--- src/rtl/lti_pkg.sv ---
package lti_pkg;
  localparam int BW = 8;

  typedef enum logic [2:0] {
    P_STAT  = 3'd0,
    P_DATA  = 3'd1,
    P_CTRL  = 3'd2,
    P_AUX   = 3'd3,
    P_CNT1  = 3'd4,
    P_CNT2  = 3'd5,
    P_IRQ   = 3'd6,
    P_TDATA = 3'd7
  } port_e;

  typedef struct packed {
    logic [BW-1:0] ts;
    logic [BW-1:0] is;
  } flags_t;

  // data-port write on the plain path while flagging is enabled
  function automatic flags_t data_flag(flags_t f);
    flags_t r = f;
    r.ts = r.ts | 8'h01;
    r.is = 8'h10;
    return r;
  endfunction

  // side effects of a timer control write with value c
  function automatic flags_t ctrl_clear(flags_t f, logic [BW-1:0] c);
    flags_t r = f;
    if (!c[5]) r.ts = r.ts & 8'hE7;
    if (!c[1]) r.ts = r.ts & 8'hFE;
    if ((r.ts & 8'h19) == 8'h00) r.is = r.is & 8'hEF;
    if (!c[2]) begin
      r.ts = r.ts & 8'hFB;
      r.is = r.is & 8'hFB;
    end
    if (!c[3]) begin
      r.ts = r.ts & 8'hFD;
      r.is = r.is & 8'hF7;
    end
    return r;
  endfunction

  function automatic flags_t t1_fire(flags_t f, logic [BW-1:0] td, logic [BW-1:0] c);
    flags_t r = f;
    if (!td[6]) r.ts = r.ts | 8'hC0;
    if (c[2]) begin
      r.ts = r.ts | 8'h04;
      r.is = r.is | 8'h04;
    end
    return r;
  endfunction

  function automatic flags_t t2_fire(flags_t f, logic [BW-1:0] td, logic [BW-1:0] c);
    flags_t r = f;
    if (!td[5]) r.ts = r.ts | 8'hA0;
    if (c[3]) begin
      r.ts = r.ts | 8'h02;
      r.is = r.is | 8'h08;
    end
    return r;
  endfunction
endpackage

--- src/rtl/lti_prescale.sv ---
module lti_prescale #(
  parameter int T1_TICKS = 80,
  parameter int T2_MULT  = 4
) (
  input  logic clk,
  input  logic rst_n,
  input  logic tick_us,
  output logic pulse1,
  output logic pulse2
);
  localparam int W1 = (T1_TICKS > 1) ? $clog2(T1_TICKS) : 1;
  localparam int W2 = (T2_MULT > 1) ? $clog2(T2_MULT) : 1;
  localparam logic [W1-1:0] LAST1 = W1'(T1_TICKS - 1);
  localparam logic [W2-1:0] LAST2 = W2'(T2_MULT - 1);

  logic [W1-1:0] c1_q;
  logic [W2-1:0] c2_q;

  assign pulse1 = tick_us && (c1_q == LAST1);
  assign pulse2 = pulse1 && (c2_q == LAST2);

  always_ff @(posedge clk) begin
    if (!rst_n) begin
      c1_q <= '0;
      c2_q <= '0;
    end else begin
      if (tick_us) c1_q <= (c1_q == LAST1) ? '0 : c1_q + 1'b1;
      if (pulse1)  c2_q <= (c2_q == LAST2) ? '0 : c2_q + 1'b1;
    end
  end
endmodule

--- src/rtl/lti_counter.sv ---
module lti_counter #(
  parameter int W = 8
) (
  input  logic         clk,
  input  logic         rst_n,
  input  logic         start,
  input  logic         pulse,
  input  logic [W-1:0] reload,
  output logic [W-1:0] value,
  output logic         running,
  output logic         fire
);
  localparam logic [W-1:0] TOP = '1;

  logic [W-1:0] v_q;
  logic         run_q;

  assign value   = v_q;
  assign running = run_q;
  assign fire    = start && run_q && pulse && (v_q == TOP);

  always_ff @(posedge clk) begin
    if (!rst_n) begin
      v_q   <= '0;
      run_q <= 1'b0;
    end else begin
      run_q <= start;
      if (start && !run_q)  v_q <= reload;
      else if (start && pulse) v_q <= (v_q == TOP) ? reload : v_q + 1'b1;
    end
  end
endmodule

--- src/rtl/lti_status.sv ---
module lti_status
  import lti_pkg::*;
#(
  parameter logic [BW-1:0] CMD_TIMER = 8'h04
) (
  input  logic          clk,
  input  logic          rst_n,
  input  logic          wr_en,
  input  logic [2:0]    addr,
  input  logic [BW-1:0] wdata,
  input  logic [1:0]    fire,
  output logic [BW-1:0] cmd_q,
  output logic [BW-1:0] ctrl_q,
  output logic [BW-1:0] aux_q,
  output logic [BW-1:0] dat_q,
  output logic [BW-1:0] td_q,
  output logic [BW-1:0] cnt1_q,
  output logic [BW-1:0] cnt2_q,
  output logic [BW-1:0] ts_q,
  output logic [BW-1:0] is_q
);
  flags_t        f_n;
  logic [BW-1:0] cmd_n, ctrl_n, aux_n, dat_n, td_n, cnt1_n, cnt2_n;
  logic          timer_path;

  assign timer_path = (cmd_q == CMD_TIMER) && !ctrl_q[0];

  always_comb begin
    f_n    = '{ts: ts_q, is: is_q};
    cmd_n  = cmd_q;
    ctrl_n = ctrl_q;
    aux_n  = aux_q;
    dat_n  = dat_q;
    td_n   = td_q;
    cnt1_n = cnt1_q;
    cnt2_n = cnt2_q;
    if (wr_en) begin
      case (addr)
        P_STAT: cmd_n = wdata;
        P_DATA: begin
          if (timer_path) begin
            if (wdata[7]) f_n.ts = f_n.ts & 8'h1F;
            else          td_n   = wdata;
          end else begin
            dat_n = wdata;
            if (ctrl_q[1]) f_n = data_flag(f_n);
          end
        end
        P_CTRL: begin
          ctrl_n = wdata;
          f_n    = ctrl_clear(f_n, wdata);
        end
        P_AUX:  aux_n  = wdata;
        P_CNT1: cnt1_n = wdata;
        P_CNT2: cnt2_n = wdata;
        default: ;
      endcase
    end
    if (fire[0]) f_n = t1_fire(f_n, td_q, ctrl_q);
    if (fire[1]) f_n = t2_fire(f_n, td_q, ctrl_q);
  end

  always_ff @(posedge clk) begin
    if (!rst_n) begin
      cmd_q  <= '0;
      ctrl_q <= '0;
      aux_q  <= '0;
      dat_q  <= '0;
      td_q   <= '0;
      cnt1_q <= '0;
      cnt2_q <= '0;
      ts_q   <= '0;
      is_q   <= '0;
    end else begin
      cmd_q  <= cmd_n;
      ctrl_q <= ctrl_n;
      aux_q  <= aux_n;
      dat_q  <= dat_n;
      td_q   <= td_n;
      cnt1_q <= cnt1_n;
      cnt2_q <= cnt2_n;
      ts_q   <= f_n.ts;
      is_q   <= f_n.is;
    end
  end
endmodule

--- src/rtl/legacy_timer_irq.sv ---
module legacy_timer_irq
  import lti_pkg::*;
#(
  parameter int            T1_TICKS  = 80,
  parameter int            T2_MULT   = 4,
  parameter logic [BW-1:0] CMD_TIMER = 8'h04
) (
  input  logic          clk,
  input  logic          rst_n,
  input  logic          tick_us,
  input  logic          wr_en,
  input  logic [2:0]    addr,
  input  logic [BW-1:0] wdata,
  output logic [BW-1:0] rdata,
  output logic          irq
);
  localparam int NT = 2;

  logic [BW-1:0] cmd_q, ctrl_q, aux_q, dat_q, td_q, cnt1_q, cnt2_q, ts_q, is_q;
  logic [NT-1:0] pulse, start, fire, running;
  logic [BW-1:0] reload [NT];
  logic [BW-1:0] tval   [NT];

  lti_prescale #(.T1_TICKS(T1_TICKS), .T2_MULT(T2_MULT)) u_pre (
    .clk(clk), .rst_n(rst_n), .tick_us(tick_us),
    .pulse1(pulse[0]), .pulse2(pulse[1])
  );

  assign start     = td_q[NT-1:0];
  assign reload[0] = cnt1_q;
  assign reload[1] = cnt2_q;

  for (genvar i = 0; i < NT; i++) begin : g_tmr
    lti_counter #(.W(BW)) u_cnt (
      .clk(clk), .rst_n(rst_n), .start(start[i]), .pulse(pulse[i]),
      .reload(reload[i]), .value(tval[i]), .running(running[i]), .fire(fire[i])
    );
  end

  lti_status #(.CMD_TIMER(CMD_TIMER)) u_st (
    .clk(clk), .rst_n(rst_n), .wr_en(wr_en), .addr(addr), .wdata(wdata),
    .fire(fire),
    .cmd_q(cmd_q), .ctrl_q(ctrl_q), .aux_q(aux_q), .dat_q(dat_q), .td_q(td_q),
    .cnt1_q(cnt1_q), .cnt2_q(cnt2_q), .ts_q(ts_q), .is_q(is_q)
  );

  always_comb begin
    case (addr)
      P_STAT:  rdata = ctrl_q[0] ? ts_q : aux_q;
      P_DATA:  rdata = dat_q;
      P_CTRL:  rdata = ctrl_q;
      P_AUX:   rdata = aux_q;
      P_CNT1:  rdata = cnt1_q;
      P_CNT2:  rdata = cnt2_q;
      P_IRQ:   rdata = is_q;
      default: rdata = td_q;
    endcase
  end

  assign irq = |is_q;
endmodule

--- config.mk ---
export PLATFORM = sky130hd
export DESIGN_NAME = legacy_timer_irq
export DESIGN_NICKNAME = d
export VERILOG_FILES = /design/src/rtl/lti_pkg.sv /design/src/rtl/lti_prescale.sv /design/src/rtl/lti_counter.sv /design/src/rtl/lti_status.sv /design/src/rtl/legacy_timer_irq.sv
export SDC_FILE = /design/constraint.sdc
export NUM_CORES = 1
export LEC_CHECK = 0
export ABC_AREA = 1
export BUFFER_PORTS_ARGS = -buffer_cell sky130_fd_sc_hd__buf_4
export CAP_MARGIN = 25
export CORE_MARGIN = 4
export CORE_UTILIZATION = 42
export CTS_CLUSTER_SIZE = 40
export DETAILED_ROUTE_END_ITERATION = 10
export GPL_ROUTABILITY_DRIVEN = 1
export PLACE_DENSITY = 0.66
export REMOVE_ABC_BUFFERS = 1
export SLEW_MARGIN = 40
export SYNTH_ARGS = -nofsm -noshare
export SYNTH_HDL_FRONTEND = slang
export SYNTH_SLANG_ARGS = --single-unit
--- constraint.sdc ---
create_clock -name clk -period 2.71 [get_ports clk]
set_clock_uncertainty 0.2 [all_clocks]
set_input_delay 0.271 -clock clk [delete_from_list [all_inputs] [get_ports clk]]
set_output_delay 0.271 -clock clk [all_outputs]
set_load 0.02 [all_outputs]
==> metrics.yaml <==
drive_gt1_frac: 0.0979
drt_iter0_markers: 266
routed_wl_um: 11700
ir_drop_uv: 270
wire_per_inst_um: 15.2
cp_num_buf_inv: 2
synth_top_flop_cell: "dfxtp_1"
synth-edff-count: 0
crit_path_cell_trace: "inv_4 -> nand2_1 -> a21oi_1 -> a211oi_1 -> o211ai_1 -> buf_4"
place_worst_setup_slack_ps: 732
dieArea_um2: 12300
synth_cells: 614
slowest_delay_ps: 570
fp.coreArea_um2: 10300
worst_pin_slew_ps: 575
netlist_area_um2: 4430
seqCellArea_um2: 1860
dpl-instance-area_um2: 4660
r2r-end: "g_tmr[0].u_cnt.value[4]"
setup_slack_ps: 396
rr_worst_depth: 8
nFillCells: 1010
grt_max_degree: 40
cts_tree: "done"
gp_congestion: 0.963
num_io_pins: 24
fp.dieW_um: 111
io_buffer_count: 23
cap_violations: 0
m1WireLength_um: 5420
antenna_cells: 0
ys_seq_area_frac: 0.420
grt_pass1_vias: 3795
die_y_um: 111
synth_top_family_by_area: "compound AO/OA/AOI/OAI gates"
synth-simple-area-share: 0.210
fin_tns_setup_ps: 0
hold_viol_final: 0
critPathTopFamily: "flip-flops"
synth-seq-cells: 93
cp_slowest_cell: "dfxtp_1"
grt.overflow.total: 0
path_class: "reg2out"
multi_input_area_um2: 2120
cp_max_fo: 10
crit_required_ps: 2240
cts-root-buf: "clkbuf_8"
synthMuxAreaShare: 0
wl_met3_um: 615
cts.sinks: 93
postSynthAreaPerCell_um2: 7.22
fin_util: 0.468
r2r_slack_ps: 810
drt_first_pass_iters: 5
design_area_um2: 4840
ys_async_sr_fraction: 0
rsz0062_at_grt: "no"
final_net_count: 649
hold_class: "in2reg"
yosys-top-cells-area: "dfxtp_1 (42%), a21oi_1 (9.0%), o21ai_0 (9.0%), nand2_1 (7.5%), inv_1 (6.3%)"
power.density_nw_per_um2: 508
cts_buffer_depth: 2
htree_num_levels: 3
cp.arrival_ps: 1840
synth_fa_ha_area_frac: 0.0113
relSlewSlack: 0.615
maxSlewViolCount: 0
hp-start: "wdata[6]"
cts.repair.resized: 0
start_util: 0.430
rows: 37
area_growth_syn_to_layout_pct: 9.06
clkTransAtPathRegs_ps: 90
hold_depth: 3
yosysWarnings: 0
synth.top_cell.area_share: 0.420
synth.distinct_cells: 40
final_common_cell: "dfxtp_1"
worst_setup_path_end_kind: "primary output"
vias_per_cell: 5.25
r2r-start: "u_pre.c1_q[0]"
antenna_found_initial: 0
synth_xor_area_frac: 0.0178
ant_nets: 0
synth_top_cell_by_area: "dfxtp_1"
hold_end: "u_st.dat_q[6]"
max_freq_mhz: 432
grtUsageTotal: 0.190
top_layer: "met4"
grt_pass1_wl_um: 18900
synth-compound-area-share: 0.239
clk_latency_ps: 360
hpwl_um: 8420
vias: 4036
period_share: 0.854
met2_length_um: 5220
status: "complete, no violations"
layout_common_cells: "dfxtp_1 (93), nand2_1 (89), a21oi_1 (80), o21ai_0 (80), inv_1 (75)"
leakage_nw: 1.84
setup_viol: 0
cts_made_buffers: 9
fin_crit_ps: 2310
drc_errors: 0
worst_setup_path_start_kind: "flip-flop"
cells by family (layout without fill, tap and decap cells):
| group | count (synthesis) | after routing |
|---|---|---|
| AO/OA/AOI/OAI | 196 | 196 |
| XOR/XNOR | 9 | 9 |
| buffers and inverters | 104 | 123 |
| flip-flops | 93 | 93 |
| AND/OR/NAND/NOR | 208 | 208 |
| adder cells (fa/ha/maj) | 4 | 4 |
per-stage QoR:
stage,power (mW),hold slack [ps],cells
final,2.46,20.1,769
after global routing,2.56,13.9,769
after CTS,2.47,1.58,769
after detailed placement,1.65,222,754
after global placement,1.64,222,754
after floorplan,1.54,160,592
repair_timing:
item / 4_1_cts / 5_1_grt
hold endpoints to repair: 1 / 0
hold buffers: 1 / 0
setup buffers: 0 / 0
state kept, by name (all words and copies together), names as in the netlist:
| name | cells |
|---|---|
| g_tmr.u_cnt.value | 16 |
| g_tmr.u_cnt.running | 2 |
| u_pre.c1_q | 7 |
| u_st.dat_q | 8 |
| u_st.cnt1_q | 8 |
| u_st.cmd_q | 8 |
| u_st.ctrl_q | 8 |
| u_pre.c2_q | 2 |
| u_st.ts_q | 8 |
| u_st.cnt2_q | 8 |
| u_st.aux_q | 8 |
| u_st.td_q | 7 |
| u_st.is_q | 3 |
cell type report:
class	instances	share of cell area
Sequential cell	93	0.385
Inverter	82	0.0647
Timing Repair Buffer	27	0.0424
Clock buffer	12	0.0321
Multi-Input combinational cell	417	0.439
Clock inverter	2	0.00207
Tap cell	136	0.0352
worst max-delay path by stage:
| stage | startpoint | end | cells after the start |
|---|---|---|---|
| floorplan | u_pre.c1_q[0] | g_tmr[0].u_cnt.value[4] | 8 |
| global placement | addr[0] | rdata[7] | 7 |
| detailed placement | addr[0] | rdata[7] | 9 |
| CTS | u_st.ctrl_q[0] | rdata[3] | 6 |
| global route | u_st.ctrl_q[0] | rdata[3] | 6 |
| finish | u_st.ctrl_q[0] | rdata[3] | 6 |
power by group:
part / switching (mW) / internal, mW / total (mW)
Sequential: 0.0151 / 1.40 / 1.41
Clock: 0.469 / 0.372 / 0.840
Combinational: 0.143 / 0.0643 / 0.207
Total: 0.626 / 1.83 / 2.46
routing by layer:
metal  global-route usage  vias to the layer above
met5                    0                        -
met3               0.0377                       26
met1                0.252                     1813
met2                0.297                      120
li1                     -                     2077
met4               0.0878                        0
Yosys cell counts (2+ instances only):
cell,instances
nand2_2,3
buf_6,6
clkbuf_1,8
nor2_2,3
nor2_1,62
o21ai_0,80
nand3_1,25
o21ai_1,5
a21oi_1,80
inv_2,5
inv_1,75
dfxtp_1,93
nor3b_1,3
nand4_1,10
nand3_2,2
ha_1,4
buf_2,6
nand2_1,89
o211ai_1,7
o22ai_1,13
nor3_1,3
xnor2_1,3
xor2_1,6
o211a_1,3
or2_2,2
a211oi_1,3
inv_4,2
worst register-to-register path, cell delays in order, from the launching register on:
cell	delay [ps]
dfxtp_1	360
ha_1	200
nand3_2	130
nor2_4	130
nand2_2	110
o21ai_4	380
nand2_1	110
a21oi_1	130
nor2_1	50
Note: power is estimated with default switching activity, not from simulation.
